==> src/rtl/zsram_pkg.sv <==
package zsram_pkg;

  typedef enum logic {
    ORD_XOR = 1'b0,
    ORD_ADD = 1'b1
  } burst_ord_e;

  // low two address bits of the step-th word of a burst
  function automatic logic [1:0] burst_offset(input logic [1:0] start,
                                              input logic [1:0] step,
                                              input burst_ord_e ord);
    logic [1:0] res;
    if (ord == ORD_ADD) res = start + step;
    else                res = start ^ step;
    return res;
  endfunction

  function automatic logic chip_selected(input logic sel0_n,
                                         input logic sel1,
                                         input logic sel2_n);
    return !sel0_n && sel1 && !sel2_n;
  endfunction

endpackage

==> src/rtl/zsram_cmd_stage.sv <==
module zsram_cmd_stage #(
  parameter int AW = 6,
  parameter int NB = 4
) (
  input  logic          clk,
  input  logic          rst_n,
  input  logic          cen,
  input  logic          adv_ld,
  input  logic          cs0_n,
  input  logic          cs1,
  input  logic          cs2_n,
  input  logic          sleep,
  input  logic          wr_en,
  input  logic [AW-1:0] addr,
  input  logic [NB-1:0] bw,
  input  logic          lin_mode,
  output logic          acc_vld,
  output logic          acc_wr,
  output logic [AW-1:0] acc_addr,
  output logic [NB-1:0] acc_bw
);
  import zsram_pkg::*;

  localparam int HI = AW - 2;

  logic [AW-1:0] base_q;
  logic [1:0]    step_q;
  logic          burst_on_q;
  logic          burst_wr_q;

  logic          sel_now;
  logic [1:0]    step_nxt;
  logic [1:0]    off_nxt;
  logic          adv_live;

  assign sel_now  = chip_selected(cs0_n, cs1, cs2_n) && !sleep;
  assign step_nxt = step_q + 2'd1;
  assign off_nxt  = burst_offset(base_q[1:0], step_nxt, burst_ord_e'(lin_mode));
  assign adv_live = burst_on_q && !sleep;

  always_ff @(posedge clk) begin
    if (!rst_n) begin
      acc_vld    <= 1'b0;
      acc_wr     <= 1'b0;
      acc_addr   <= '0;
      acc_bw     <= '0;
      base_q     <= '0;
      step_q     <= 2'd0;
      burst_on_q <= 1'b0;
      burst_wr_q <= 1'b0;
    end else if (cen) begin
      acc_bw <= bw;
      if (!adv_ld) begin
        acc_vld    <= sel_now;
        acc_wr     <= wr_en;
        acc_addr   <= addr;
        base_q     <= addr;
        step_q     <= 2'd0;
        burst_on_q <= sel_now;
        burst_wr_q <= wr_en;
      end else begin
        acc_vld    <= adv_live;
        acc_wr     <= burst_wr_q;
        acc_addr   <= {base_q[AW-1:2], off_nxt};
        step_q     <= step_nxt;
        burst_on_q <= adv_live;
      end
    end
  end

  // upper bits index held for readability of the burst page
  logic [HI-1:0] page_unused;
  assign page_unused = base_q[AW-1:2];

endmodule

==> src/rtl/zsram_array.sv <==
module zsram_array #(
  parameter int AW = 6,
  parameter int NB = 4,
  parameter int BW = 8
) (
  input  logic             clk,
  input  logic             we,
  input  logic [AW-1:0]    waddr,
  input  logic [NB-1:0]    wlane,
  input  logic [NB*BW-1:0] wdata,
  input  logic [AW-1:0]    raddr,
  output logic [NB*BW-1:0] rdata
);
  localparam int DW    = NB * BW;
  localparam int DEPTH = 1 << AW;

  logic [DW-1:0] mem [DEPTH];

  always_ff @(posedge clk) begin
    if (we) begin
      for (int ln = 0; ln < NB; ln++) begin
        if (wlane[ln]) mem[waddr][ln*BW +: BW] <= wdata[ln*BW +: BW];
      end
    end
  end

  assign rdata = mem[raddr];

endmodule

==> src/rtl/zsram_wr_pipe.sv <==
module zsram_wr_pipe #(
  parameter int AW = 6,
  parameter int NB = 4,
  parameter int BW = 8
) (
  input  logic             clk,
  input  logic             rst_n,
  input  logic             cen,
  input  logic             in_vld,
  input  logic             in_wr,
  input  logic [AW-1:0]    in_addr,
  input  logic [NB-1:0]    in_bw,
  input  logic [NB*BW-1:0] din,
  input  logic [NB*BW-1:0] arr_rdata,
  output logic [AW-1:0]    arr_raddr,
  output logic             commit,
  output logic [AW-1:0]    commit_addr,
  output logic [NB-1:0]    commit_bw,
  output logic [NB*BW-1:0] dout,
  output logic             rd_vld,
  output logic             wr_slot,
  output logic [NB-1:0]    fwd_lane
);
  localparam int DW = NB * BW;

  logic          s2_vld, s2_wr;
  logic [AW-1:0] s2_addr;
  logic [NB-1:0] s2_bw;
  logic          s3_vld, s3_wr;
  logic [AW-1:0] s3_addr;
  logic [NB-1:0] s3_bw;
  logic [DW-1:0] merged;
  logic          fwd_hit;
  logic          s2_read;

  assign arr_raddr   = s2_addr;
  assign wr_slot     = s3_vld && s3_wr;
  assign commit      = cen && wr_slot;
  assign commit_addr = s3_addr;
  assign commit_bw   = s3_bw;
  assign fwd_hit     = wr_slot && (s3_addr == s2_addr);
  assign s2_read     = s2_vld && !s2_wr;

  for (genvar g = 0; g < NB; g++) begin : g_lane
    assign fwd_lane[g]         = fwd_hit && s3_bw[g];
    assign merged[g*BW +: BW]  = fwd_lane[g] ? din[g*BW +: BW] : arr_rdata[g*BW +: BW];
  end

  always_ff @(posedge clk) begin
    if (!rst_n) begin
      s2_vld  <= 1'b0;
      s2_wr   <= 1'b0;
      s2_addr <= '0;
      s2_bw   <= '0;
      s3_vld  <= 1'b0;
      s3_wr   <= 1'b0;
      s3_addr <= '0;
      s3_bw   <= '0;
      rd_vld  <= 1'b0;
      dout    <= '0;
    end else if (cen) begin
      s2_vld  <= in_vld;
      s2_wr   <= in_wr;
      s2_addr <= in_addr;
      s2_bw   <= in_bw;
      s3_vld  <= s2_vld;
      s3_wr   <= s2_wr;
      s3_addr <= s2_addr;
      s3_bw   <= s2_bw;
      rd_vld  <= s2_read;
      if (s2_read) dout <= merged;
    end
  end

endmodule

==> src/rtl/zsram_core.sv <==
module zsram_core #(
  parameter int AW = 6,
  parameter int NB = 4,
  parameter int BW = 8
) (
  input  logic             clk,
  input  logic             rst_n,
  input  logic             cen,
  input  logic [AW-1:0]    addr,
  input  logic             wr_en,
  input  logic [NB-1:0]    bw,
  input  logic             cs0_n,
  input  logic             cs1,
  input  logic             cs2_n,
  input  logic             adv_ld,
  input  logic             lin_mode,
  input  logic             sleep,
  input  logic             oe_n,
  input  logic [NB*BW-1:0] din,
  output logic [NB*BW-1:0] dout,
  output logic             dq_oe
);
  localparam int DW = NB * BW;

  logic          acc_vld, acc_wr;
  logic [AW-1:0] acc_addr;
  logic [NB-1:0] acc_bw;
  logic [AW-1:0] arr_raddr;
  logic [DW-1:0] arr_rdata;
  logic          commit;
  logic [AW-1:0] commit_addr;
  logic [NB-1:0] commit_bw;
  logic          rd_vld;
  logic          wr_slot;
  logic [NB-1:0] fwd_lane;

  zsram_cmd_stage #(.AW(AW), .NB(NB)) u_cmd (
    .clk(clk), .rst_n(rst_n), .cen(cen), .adv_ld(adv_ld),
    .cs0_n(cs0_n), .cs1(cs1), .cs2_n(cs2_n), .sleep(sleep),
    .wr_en(wr_en), .addr(addr), .bw(bw), .lin_mode(lin_mode),
    .acc_vld(acc_vld), .acc_wr(acc_wr), .acc_addr(acc_addr), .acc_bw(acc_bw)
  );

  zsram_wr_pipe #(.AW(AW), .NB(NB), .BW(BW)) u_pipe (
    .clk(clk), .rst_n(rst_n), .cen(cen),
    .in_vld(acc_vld), .in_wr(acc_wr), .in_addr(acc_addr), .in_bw(acc_bw),
    .din(din), .arr_rdata(arr_rdata), .arr_raddr(arr_raddr),
    .commit(commit), .commit_addr(commit_addr), .commit_bw(commit_bw),
    .dout(dout), .rd_vld(rd_vld), .wr_slot(wr_slot), .fwd_lane(fwd_lane)
  );

  zsram_array #(.AW(AW), .NB(NB), .BW(BW)) u_arr (
    .clk(clk), .we(commit), .waddr(commit_addr), .wlane(commit_bw),
    .wdata(din), .raddr(arr_raddr), .rdata(arr_rdata)
  );

  assign dq_oe = !oe_n && rd_vld && !sleep;

endmodule

==> config.mk <==
export PLATFORM = sky130hd
export DESIGN_NAME = zsram_core
export DESIGN_NICKNAME = d
export VERILOG_FILES = /design/src/rtl/zsram_pkg.sv /design/src/rtl/zsram_cmd_stage.sv /design/src/rtl/zsram_array.sv /design/src/rtl/zsram_wr_pipe.sv /design/src/rtl/zsram_core.sv
export SDC_FILE = /design/constraint.sdc
export NUM_CORES = 2
export LEC_CHECK = 0
export BUFFER_PORTS_ARGS = -buffer_cell sky130_fd_sc_hd__buf_4
export CAP_MARGIN = 20
export CORE_ASPECT_RATIO = 0.5
export CORE_UTILIZATION = 40
export CTS_BUF_LIST = sky130_fd_sc_hd__clkbuf_8
export CTS_CLUSTER_SIZE = 40
export DETAILED_ROUTE_END_ITERATION = 12
export GPL_ROUTABILITY_DRIVEN = 0
export PLACE_DENSITY = 0.58
export SLEW_MARGIN = 25
export SYNTH_ARGS = -nofsm -noshare
export SYNTH_HDL_FRONTEND = slang
export SYNTH_HIERARCHICAL = 1
export SYNTH_SLANG_ARGS = --single-unit
==> constraint.sdc <==
create_clock -name clk -period 2.4 [get_ports clk]
set_input_delay 0.24 -clock clk [delete_from_list [all_inputs] [get_ports clk]]
set_output_delay 0.24 -clock clk [all_outputs]
set_load 0.01 [all_outputs]
Word level (Yosys, flattened, before mapping)
Memories as Yosys holds them, arrays and structs flattened. A register that Yosys moved wholly into a read port is not among the register bits. Cells that the tools add are included.

Bits in registers: 45. Bits in writable memories: 2048. Output and inout bits: 33. Logic and storage cells: 54. Memories kept: 1.

$add $sub $neg: 2. Multiplexer cells: 17. Bitwise operators: 2. Reduce and logical (&&, ||, !) cells: 17.

Memory list: u_arr.mem (depth 64, width 32, rd ports 1, clocked after memory_dff 1, wr ports 1, RTL line zsram_array.sv:17) `logic [DW-1:0] mem [DEPTH];`.

Operators by type and width (count): $mux 1 (14); $logic_and 1x1->1 (9); $logic_not 1->1 (6); $mux 6 (1); $mux 2 (2); $reduce_and 2->1 (2); $add 2x1->2 const B (1); $add 2x2->2 (1); $xor 2x2->2 (1); $not 1->1 (1).

Depth between registers and ports, before layout
Word-level depth: 5. Gate-level depth with buffers: 12.

Modules after synthesis
Netlist, hierarchy kept.

By module, submodules not included: zsram_array (instances 1, cells each 3544, area each 79130.9 um^2, seq. area each 61499.0 um^2); zsram_wr_pipe (instances 1, cells each 291, area each 2676.3 um^2, seq. area each 1141.1 um^2); zsram_cmd_stage (instances 1, cells each 92, area each 872.1 um^2, seq. area each 400.4 um^2); zsram_core (instances 1, cells each 1, area each 12.5 um^2, seq. area each 0.0 um^2).

Worst setup path after synthesis
Ideal clock, no wire load.

Path kind: register -> register. From: reg u_pipe.s2_addr[2], in the netlist u_pipe/arr_raddr[2]. To: reg u_pipe.dout[20] (read register of u_arr.mem). Setup time: 0.137 ns. Arrival time: 2.273 ns. Slack: -0.009 ns. Stages on the path, launching flop included: 10. Period minus slack after synthesis: 2.409 ns. Path through: dfxtp_1 > buf_2 > clkbuf_1 > buf_2 > mux4_2 > mux4_2 > a21oi_1 > o211ai_1 > o31ai_1 > a31oi_1.

RTL lines: start, declared (RTL line zsram_wr_pipe.sv:27) `logic [AW-1:0] s2_addr;`; start signal, assigned (RTL line zsram_wr_pipe.sv:64) `s2_addr <= in_addr;`; end, declared (RTL line zsram_wr_pipe.sv:19) `output logic [NB*BW-1:0] dout,`.

==> flow_metrics.py <==
metrics = {
    "power": {
        "internal-power_mw": 55.9,
        "p_seq_share_pct": 56.3,
        "p_leak_nw": 31.8,
        "p_comb_share_pct": 5.7,
        "swShare_pct": 22.6,
        "finalPower_mw": 72.3,
        "clkPwrFrac_pct": 38.0,
        "p_sw_mw": 16.3,
        "vdd_drop_max_mv": 0.401,
        "power-per-cell-area_nw_per_um2": 723,
    },
    "layout": {
        "final_nets": 4940,
        "multi_input_area_sq_um": 19000,
        "drive_gt1_share_pct": 37.9,
        "stdcell_count": 7877,
        "final-seq-area_sq_um": 63100,
        "fin_area_sq_um": 100000,
        "fill_cells": 16700,
        "utilization_pct": 48.9,
        "synthToLayoutAreaGrowth_pct": 20.9,
    },
    "clock_tree": {
        "clkTransAtPathRegs_ns": 0.06,
        "cts_buffers": 315,
        "clk-insertion-delay-late_ns": 0.95,
        "cts_tree": "yes",
        "clk_path_buf_depth": 4,
        "root_buffer": "clkbuf_8",
        "cts_max_level": 5,
        "clkSinkCount": 2125,
    },
    "global_routing": {
        "grt_usage_pct": 23.3,
        "antenna_found_initial": 18,
        "grt_max_degree": 66,
        "overflow": 0,
        "grt_pass1_wl_um": 341000,
        "first_global_vias": 44900,
    },
    "floorplanning": {
        "dieArea_sq_um": 209000,
        "num_rows": 117,
        "pin_count": 86,
        "die_w_um": 645,
        "core-area_sq_um": 204000,
        "start_util_pct": 40.5,
        "die_h_um": 323,
    },
    "worst_setup_path": {
        "required_ns": 3.17,
        "ff2ff_path_depth": 12,
        "crit_arrival_ns": 3.44,
        "crit_fanout": 10,
        "critPathKind": "flip-flop to flip-flop",
        "startpoint_type": "flip-flop",
        "worstSetupEndpointType": "flip-flop",
    },
    "route": {
        "vias": 45100,
        "wl_um": 247000,
        "wl_per_cell_um": 31.3,
        "drt-initial-drc-count": 5826,
        "drc": 0,
        "drtPass1Iterations": 9,
        "drtAntennaViolNets": 0,
        "vias_per_cell": 5.73,
    },
    "timing": {
        "final.setup_skew_ns": 0.0701,
        "worst_pin_slew_ns": 0.816,
        "fin_ws_ns": -0.266,
        "max-slew-margin-rel_pct": 45.4,
        "fmaxAchievable_ghz": 0.375,
        "setup_viol_count_final": 32,
        "fin_crit_sh_pct": 111,
        "drv_slew": 0,
        "hold_viol": 0,
        "rsz0062_at_grt": "yes",
        "tns_ns": -6.12,
        "fin_crit_ns": 2.67,
    },
    "placed_design": {
        "placement.io_buffers": 85,
        "dp_hpwl_um": 161000,
        "dp.cells": 7133,
        "placed_area_sq_um": 91200,
    },
    "hold_path": {
        "worstHoldPathType": "input pin to flip-flop",
        "hold_depth": 5,
    },
    "synth": {
        "synth_area_sq_um": 82700,
        "ys.warnings.count": 6,
        "synth_cells": 3924,
        "synth_nets": 3978,
        "avgSynthCellArea_sq_um": 21.1,
    },
    "status": {
        "status": "complete, but fails checks",
        "violations": "setup timing",
    },
    "job": {
        "drv_cap": 0,
    },
}
## power by group through the flow
stage / logic (mW) / clock network [mW] / registers, mW
after floorplan: 1.70 / 0 / 41.5
after global placement: 3.46 / 0 / 41.5
after detailed placement: 3.52 / 0 / 41.5
after CTS: 3.84 / 28.0 / 40.7
after global routing: 4.28 / 29.6 / 40.7
final: 4.09 / 27.5 / 40.7
## worst paths after layout
path	end	startpoint	slack (ns)
hold reg to reg	u_cmd/acc_addr[3]	u_cmd/acc_addr[3]	0.49
setup / recovery	u_pipe/dout[31]	u_pipe/arr_raddr[0]	-0.27
setup reg to reg	u_pipe/dout[31]	u_pipe/arr_raddr[0]	-0.27
hold / removal	u_cmd/burst_on_q	sleep	0.28
## flip-flops by register name, summed over array words and instances, names as in the netlist, 2 cells and up
register	cells
u_arr/mem	2048
u_pipe/dout	32
u_cmd/acc_addr	6
u_cmd/base_q	6
u_pipe/arr_raddr	6
u_pipe/commit_addr	6
u_cmd/acc_bw	4
u_pipe/commit_bw	4
u_pipe/s2_bw	4
u_cmd/step_q	2
## worst max-delay path, cell delays in order (launching register included)
cell and delay [ns]:
dfxtp_4 0.40, buf_4 0.13, buf_12 0.14, bufbuf_16 0.31, mux4_2 0.50, mux2i_1 0.14
buf_4 0.14, o22ai_1 0.08, a22oi_1 0.22, buf_4 0.18, nand2_1 0.06, o31ai_1 0.08
a31oi_1 0.13
## routing by layer
layer  GRT usage (%)  routed length [um]  vias to the layer above
li1                -                   -                    18400
met1            32.1              101000                    24000
met2            35.5              112000                     2340
met3            7.33               26400                      426
met4            7.20                7700                       16
met5           0.159                 234                        -
## placed cells by master, fill, tap and decap left out, drive strengths merged, types with 40 or more instances in the layout
cell type and n:
o21ai 40, a22oi 50, edfxtp 2048, nor2 289, inv 109, dlygate4sd3 70
dfxtp 77, o22ai 43, mux4 543, clkinv 114, mux2i 113, clkbuf 342
buf 808, nand2 101
## cell type report
class	count	area share [%]
flip-flops and latches	2125	63.1
multi-input cells	1543	19.0
repair buffers	894	8.70
clock buffers	328	4.52
well taps	2737	3.43
clock inverters	231	1.20
diodes	12	0.0300
inverters	7	0.0275
## metrics by stage
| step | hold WS, ns | worst slack, ns |
|---|---|---|
| after floorplan | 0.339 | 0.0112 |
| after global placement | 0.443 | -0.496 |
| after detailed placement | 0.453 | -0.489 |
| after CTS | 0.191 | -0.295 |
| after global routing | 0.243 | -0.350 |
| final | 0.280 | -0.266 |
## timing repair
action,4_1_cts,5_1_grt
resized for setup,109,118
hold buffers,70,0
setup buffers,28,59
gates cloned,9,15
pin swaps,6,51
endpoints found under the hold margin,1989,0
endpoints found under the setup margin,32,325
Note: power is estimated with default switching activity, not from simulation.
